## config.mk

```make
export PLATFORM = sky130hd
export DESIGN_NAME = gray_ptr_counter
export DESIGN_NICKNAME = d
export VERILOG_FILES = /design/src/rtl/gpc_pkg.sv /design/src/rtl/gpc_next_calc.sv /design/src/rtl/gpc_bin2gray.sv /design/src/rtl/gpc_regs.sv /design/src/rtl/gray_ptr_counter.sv
export SDC_FILE = /design/constraint.sdc
export NUM_CORES = 1
export LEC_CHECK = 0
export ABC_AREA = 1
export ABC_CLOCK_PERIOD_IN_PS = 1400
export CORE_AREA = 2 2 39 41
export DETAILED_ROUTE_END_ITERATION = 16
export DIE_AREA = 0 0 41 43
export DONT_BUFFER_PORTS = 1
export GPL_TIMING_DRIVEN = 1
export PLACE_DENSITY = 0.43
export SYNTH_ARGS = -nofsm -noshare
export SYNTH_HDL_FRONTEND = slang
export SYNTH_SLANG_ARGS = --single-unit
```

## constraint.sdc

```tcl
create_clock -name clk -period 1.4 [get_ports clk]
set_clock_uncertainty 0.15 [all_clocks]
set_input_delay 0.35 -clock clk [delete_from_list [all_inputs] [get_ports clk]]
set_output_delay 0.35 -clock clk [all_outputs]
set_load 0.02 [all_outputs]
```

## src/rtl/gpc_pkg.sv

```systemverilog
package gpc_pkg;

    // Action chosen for the pointer on the coming clock edge.
    typedef enum logic [1:0] {
        PTR_HOLD = 2'd0,
        PTR_STEP = 2'd1
    } ptr_action_e;

endpackage

```

## src/rtl/gpc_next_calc.sv

```systemverilog
module gpc_next_calc
    import gpc_pkg::*;
#(
    parameter int PTR_W = 4
) (
    input  logic [PTR_W-1:0] bin_q,
    input  logic             inc_en,
    input  logic             inhibit,
    output ptr_action_e      action,
    output logic [PTR_W-1:0] bin_next
);

    localparam logic [PTR_W-1:0] ONE = PTR_W'(1);

    // Select step or hold from the request and the inhibit.
    always_comb begin
        if (inc_en && !inhibit) begin
            action = PTR_STEP;
        end else begin
            action = PTR_HOLD;
        end
    end

    // The binary adder wraps naturally at 2^PTR_W.
    always_comb begin
        unique case (action)
            PTR_STEP: bin_next = bin_q + ONE;
            PTR_HOLD: bin_next = bin_q;
            default:  bin_next = bin_q;
        endcase
    end

endmodule

```

## src/rtl/gpc_bin2gray.sv

```systemverilog
module gpc_bin2gray #(
    parameter int PTR_W = 4
) (
    input  logic [PTR_W-1:0] bin_in,
    output logic [PTR_W-1:0] gray_out
);

    // One two-input XOR for each bit below the top; the top bit passes through.
    for (genvar i = 0; i < PTR_W - 1; i++) begin : g_xor
        assign gray_out[i] = bin_in[i] ^ bin_in[i+1];
    end
    assign gray_out[PTR_W-1] = bin_in[PTR_W-1];

endmodule

```

## src/rtl/gpc_regs.sv

```systemverilog
module gpc_regs #(
    parameter int PTR_W = 4
) (
    input  logic             clk,
    input  logic             rst_n,
    input  logic [PTR_W-1:0] bin_d,
    input  logic [PTR_W-1:0] gray_d,
    output logic [PTR_W-1:0] bin_q,
    output logic [PTR_W-1:0] gray_q
);

    // Binary count register.
    always_ff @(posedge clk or negedge rst_n) begin
        if (!rst_n) begin
            bin_q <= '0;
        end else begin
            bin_q <= bin_d;
        end
    end

    // Gray copy register, loaded on the same edge.
    always_ff @(posedge clk or negedge rst_n) begin
        if (!rst_n) begin
            gray_q <= '0;
        end else begin
            gray_q <= gray_d;
        end
    end

endmodule

```

## src/rtl/gray_ptr_counter.sv

```systemverilog
module gray_ptr_counter
    import gpc_pkg::*;
#(
    parameter int PTR_W = 4
) (
    input  logic             clk,
    input  logic             rst_n,
    input  logic             inc_en,
    input  logic             inhibit,
    output logic [PTR_W-1:0] ptr_gray,
    output logic [PTR_W-1:0] addr_bin
);

    ptr_action_e      action;
    logic [PTR_W-1:0] bin_q;
    logic [PTR_W-1:0] bin_next;
    logic [PTR_W-1:0] gray_next;
    logic [PTR_W-1:0] gray_q;

    gpc_next_calc #(.PTR_W(PTR_W)) u_next (
        .bin_q    (bin_q),
        .inc_en   (inc_en),
        .inhibit  (inhibit),
        .action   (action),
        .bin_next (bin_next)
    );

    gpc_bin2gray #(.PTR_W(PTR_W)) u_conv (
        .bin_in   (bin_next),
        .gray_out (gray_next)
    );

    gpc_regs #(.PTR_W(PTR_W)) u_regs (
        .clk    (clk),
        .rst_n  (rst_n),
        .bin_d  (bin_next),
        .gray_d (gray_next),
        .bin_q  (bin_q),
        .gray_q (gray_q)
    );

    // The address is the binary register itself.
    assign addr_bin = bin_q;
    assign ptr_gray = gray_q;

endmodule

```

==> summary.md, run 1 <==
| Metric | Value |
|---|---|
| Gate Count Post-Synth | 38 |
| Pwr/cell area | 2649 nW/µm² |
| DRT iter0 DRCs | 1 |
| Routed vias | 259 |
| Die area | 1763 µm² |
| Critical path type | reg -> out |
| Worst-path maximum fanout | 4 |
| Reg clk slew, reported paths | 0.05 ns |
| CTS max path bufs | 2 |
| CTS tree | yes |
| Die W | 41 µm |
| Cell Area, Placed | 401.6 µm² |
| WP buf/inv | 1 |
| Max-cap violations | 0 |
| Seq cells post-synth | 7 |
| Clk root buf | clkbuf_4 |
| Wirelength, routed | 704 µm |
| Grt met3 use | 4.712% |
| Synth Cell Area | 357.8 µm² |
| Final slew viol count | 0 |
| DRC violations left | 0 |
| Drt pass-1 iters | 2 |
| Seq/Total Area, Yosys | 48.95% |
| Port Buffers | 0 |
| Core footprint | 1384 µm² |
| Row count | 14 |
| Clk sinks | 7 |
| H-tree Lvls | 1 |
| Worst r2r path cells | 5 |
| Most common cell after layout, fill and taps aside | nand2_1 |
| Routability cong. | 0.7336 |
| Initial antenna violation count | 0 |
| Syn. warnings | 0 |
| Critical Path RT | 0.90 ns |
| Setup WS pre-CTS | 0.08430 ns |
| Most Used Layer, Global Route | met2 |
| Crit end category | output port |
| I/O pins | 12 |
| First-pass GRT wire length | 1041 µm |
| Cells along the critical path | buf_4 |
| Levels on crit path | 1 |
| Worst-Margin Slew | 0.3273 ns |
| Total power | 1.160 mW |
| Share of layout cells above drive strength 1 | 41.30% |
| Starting Density | 25.86% |
| Fin Hold WS | 0.1740 ns |
| Syn-to-layout area delta | 22.38% |
| Post-synth cell types | 15 |
| Status | completed |
| Vias/cell | 4.177 |
| Worst vdd ir | 0.7421 mV |
| Grt total ovfl | 0 |
| Worst min-delay path class | in -> reg |
| TritonCTS buffer count | 3 |
| Mapped Nets | 43 |
| Commonest cells after routing, fill and taps aside | nand2_1 (10), dfrtp_1 (6), inv_1 (4), buf_4 (4) |
| ANT cells | 0 |
| Design area | 437.9 µm² |
| Setup TNS | 0 ns |
| Per-cell routed wire length | 11.35 µm |
| Slowest-stage cell, CP | dfrtp_1 |
| Final WS setup | 0.04707 ns |
| Leak | 0.2224 nW |
| Final period utilization | 96.64% |
| DRT antenna net count | 0 |
| Cell family with most CP delay | flip-flops |
| Layout Nets | 52 |
| Syn avg cell area | 9.417 µm² |
| FMAX | 739.1 MHz |
| Post-layout min period | 1.353 ns |
| GRT Util Overall | 9.533% |
| Largest net degree at the start of global routing | 8 |
| RSZ-0062 raised after global routing | false |
| Met2 Usage GRT | 15.31% |
| Vias in the first global route | 250 |
| Slew HR | 78.11% |
| Worst-Skew Late Latency | 0.25 ns |
| Die H | 43 µm |
| Dpl hpwl | 574.8 µm |
| Worst Path Arrival | 0.85 ns |
| Final hold vios | 0 |
| Grt met1 use | 7.973% |
| Startpoint type of the worst setup path | flop |
| CP peak stage delay | 0.43 ns |
| Final Setup Violations | 0 |
| Hold Path Stages | 2 |
==> metrics by stage <==
step | util (%) | std cells
2_1_floorplan | - | 38
3_3_place_gp | 29.02 | 57
3_5_place_dp | 29.02 | 57
4_1_cts | 31.65 | 62
5_1_grt | 31.65 | 62
6_report | 31.65 | 62
==> worst paths after layout <==
| path | from | to | slack, ns |
|---|---|---|---|
| setup / recovery | u_regs.bin_q[2] | addr_bin[2] | 0.05 |
| hold / removal | inc_en | u_regs.bin_q[2] | 0.17 |
| setup reg to reg | u_regs.bin_q[0] | u_regs.gray_q[0] | 0.08 |
| hold reg to reg | u_regs.bin_q[3] | u_regs.bin_q[3] | 0.42 |
| max in group asynchronous | rst_n | u_regs.bin_q[0] | 0.55 |
| min in group asynchronous | rst_n | u_regs.bin_q[2] | 0.28 |
==> synthesized netlist by cell type <==
cell	number	area share, %
nand2_4	1	3.1
inv_1	4	4.2
o21bai_2	1	3.1
o21ai_2	1	2.4
ha_1	1	3.5
nand4_1	1	1.7
buf_4	1	2.1
xor2_1	1	2.4
inv_2	3	3.1
nor2_2	1	1.7
nand2_1	10	10
nand3_4	1	4.9
nand2_2	3	5.2
dfrtp_1	7	49
nand3_1	2	2.8
==> routing by layer <==
layer  vias to the layer above  share of wire (%)
met5                         -                  0
met4                         0                1.1
met3                         2                5.5
met2                         6                 53
met1                       120                 40
li1                        131                  -
==> final cells by class <==
cell class,count,area (µm²)
Fill cell,152,945.9
Sequential cell,7,176.4
Multi-Input combinational cell,23,148.9
Timing Repair Buffer,5,40.04
Clock buffer,4,26.28
Inverter,7,26.28
Tap cell,16,20.02
==> sequential cells by signal, summed over array words and instances, names as in the netlist <==
register and cells:
u_regs.bin_q 4, u_regs.gray_q 3
==> kinds of logic (layout without fill, tap and decap cells) <==
kind of cell / Yosys count / in the layout / share of synthesized area [%]
buf+inv: 8 / 16 / 9.440
xor+xnor: 1 / 1 / 2.448
simple gates: 19 / 19 / 30.07
flops: 7 / 7 / 48.95
fa+ha+maj: 1 / 1 / 3.496
compound gates: 2 / 2 / 5.595
==> what timing repair did <==
item	4_1_cts	5_1_grt
gates resized for setup	0	0
hold buffers	1	0
setup buffers	0	0
hold endpoints to repair	7	0
==> power by group <==
group / internal [mW] / switching, mW / leakage, nW
Clock: 0.109 / 0.0713 / 0.0150
Combinational: 0.203 / 0.349 / 0.126
Sequential: 0.311 / 0.118 / 0.0812
Total: 0.622 / 0.538 / 0.222
(Power assumes the default switching activity.)
==> run 2, diff against run 1 <==
Settings changed: CELL_PAD_IN_SITES_DETAIL_PLACEMENT set to 1, CELL_PAD_IN_SITES_GLOBAL_PLACEMENT set to 1, PLACE_DENSITY 0.43 to 0.53.
==> summary.md, run 2 (synthesized netlist as in run 1, its figures left out) <==
| Metric | Value |
|---|---|
| Worst r2r path cells | 5 (unchanged) |
| Worst Path Arrival | 0.86 ns (about the same) |
| DRT iter0 DRCs | 0 (-1) |
| Port Buffers | 0 (unchanged) |
| Hold buffers post-CTS | 1 (unchanged) |
| Cell Area, Placed | 401.6 µm² (unchanged) |
| Largest net degree at the start of global routing | 8 (unchanged) |
| Largest register FFs | 4 (unchanged) |
| Final slew viol count | 0 (unchanged) |
| Post-layout min period | 1.363 ns (+0.01050 ns) |
| Clk sinks | 7 (unchanged) |
| CP peak stage delay | 0.43 ns (about the same) |
| Leak | 0.2224 nW (unchanged) |
| Clk root buf | clkbuf_4 |
| Worst vdd ir | 0.6806 mV (-8.3%) |
| Per-cell routed wire length | 11.26 µm (-0.85%) |
| Cells along the critical path | buf_4 |
| Crit end category | output port |
| Critical Path RT | 0.90 ns (about the same) |
| Hold Path Stages | 2 (unchanged) |
| Pwr/cell area | 2661 nW/µm² (+0.44%) |
| I/O pins | 12 (unchanged) |
| First-pass GRT wire length | 1173 µm (+13%) |
| Die H | 43 µm (unchanged) |
| Die W | 41 µm (unchanged) |
| Total power | 1.165 mW (+0.44%) |
| Post-CTS resize count | 0 (unchanged) |
| Final WS setup | 0.03657 ns (-0.01050 ns) |
| Final Setup Violations | 0 (unchanged) |
| Drt pass-1 iters | 1 (-1) |
| ANT cells | 0 (unchanged) |
| Non-filler cells, final | 62 (unchanged) |
| Reg clk slew, reported paths | 0.05 ns (about the same) |
| Design area | 437.9 µm² (unchanged) |
| Worst-Margin Slew | 0.3145 ns (-0.01284 ns) |
| Most common cell after layout, fill and taps aside | nand2_1 |
| DRT antenna net count | 0 (unchanged) |
| Critical path type | reg -> out |
| CTS max path bufs | 2 (unchanged) |
| Dpl hpwl | 554.4 µm (-3.5%) |
| Vias/cell | 4.274 (+2.3%) |
| CTS tree | yes |
| FMAX | 733.4 MHz (-0.77%) |
| Share of layout cells above drive strength 1 | 41.30% (unchanged) |
| Routed vias | 265 (+2.3%) |
| Wirelength, routed | 698 µm (-0.85%) |
| Final period utilization | 97.39% (+0.75 points) |
| Biggest register | u_regs.bin_q |
| Slowest-stage cell, CP | dfrtp_1 |
| Core footprint | 1384 µm² (unchanged) |
| Levels on crit path | 1 (unchanged) |
| Final hold vios | 0 (unchanged) |
| Layout Nets | 52 (unchanged) |
| Status | completed |
| Commonest cells after routing, fill and taps aside | nand2_1 (10), dfrtp_1 (6), inv_1 (4), buf_4 (4) |
| Startpoint type of the worst setup path | flop |
| Setup WS pre-CTS | 0.06615 ns (-0.01815 ns) |
| RSZ-0062 raised after global routing | false |
| Die area | 1763 µm² (unchanged) |
| Worst-Skew Late Latency | 0.25 ns (about the same) |
| GRT Util Overall | 10.56% (+1.0 points) |
| Max-cap violations | 0 (unchanged) |
| Vias in the first global route | 311 (+24%) |
| TritonCTS buffer count | 3 (unchanged) |
| Grt total ovfl | 0 (unchanged) |
| Routability cong. | 0.6595 (-10%) |
| Syn-to-layout area delta | 22.38% (unchanged) |
| Row count | 14 (unchanged) |
| Finished Core Util | 31.65% (unchanged) |
| Fillers | 175 (+15%) |
| Initial antenna violation count | 0 (unchanged) |
| DRC violations left | 0 (unchanged) |
| Placed Instances | 57 (unchanged) |
| Postcts setup bufs | 0 (unchanged) |
| Slew HR | 78.96% (+0.86 points) |
| Cell family with most CP delay | flip-flops |
| H-tree Lvls | 1 (unchanged) |
| Biggest regs | u_regs.bin_q: 4 flops, u_regs.gray_q: 3 flops |
| Starting Density | 25.86% (unchanged) |
| Fin Hold WS | 0.1580 ns (-0.01601 ns) |
| WP buf/inv | 1 (unchanged) |
| Worst-path maximum fanout | 4 (unchanged) |
| Setup TNS | 0 ns (unchanged) |
| Worst min-delay path class | in -> reg |
## run 2: cell counts in the layout (fill, tap and decap cells not counted)
No cell type changed its count.
## run 2: layout make-up
class                           count  area (µm²)  area share (%)
Timing Repair Buffer                5       40.04           9.143
Inverter                            7       26.28           6.000
Clock buffer                        4       26.28           6.000
Sequential cell                     7       176.4           40.29
Multi-Input combinational cell     23       148.9           34.00
Tap cell                           16       20.02           4.571
## run 2: worst reg2reg max path, cell delays in order (launching register included)
cell	delay (ns)
dfrtp_2	0.40
ha_1	0.30
o21ai_2	0.20
inv_2	0.07
nand2_1	0.06
nand2_1	0.05
## run 2: final timing paths
kind | start | slack (ns) | to
max reg2reg | u_regs.bin_q[0] | 0.08 | u_regs.gray_q[0]
max in group asynchronous | rst_n | 0.57 | u_regs.bin_q[0]
min in group asynchronous | rst_n | 0.27 | u_regs.gray_q[0]
min reg2reg | u_regs.bin_q[3] | 0.42 | u_regs.bin_q[3]
min | inc_en | 0.16 | u_regs.bin_q[2]
max | u_regs.bin_q[2] | 0.04 | addr_bin[2]
## run 2: per-layer routing
| layer | vias to the layer above | global-route usage, % | wire length (µm) |
|---|---|---|---|
| li1 | 130 | - | - |
| met1 | 127 | 8.667 | 237 |
| met2 | 6 | 17.81 | 423 |
| met3 | 2 | 1.571 | 21 |
| met4 | 0 | 12.00 | 16 |
| met5 | - | 0 | 0 |
## run 2: where the power goes
part           switching, mW  internal [mW]
sequential             0.119          0.310
clock                 0.0772          0.109
combinational          0.347          0.202
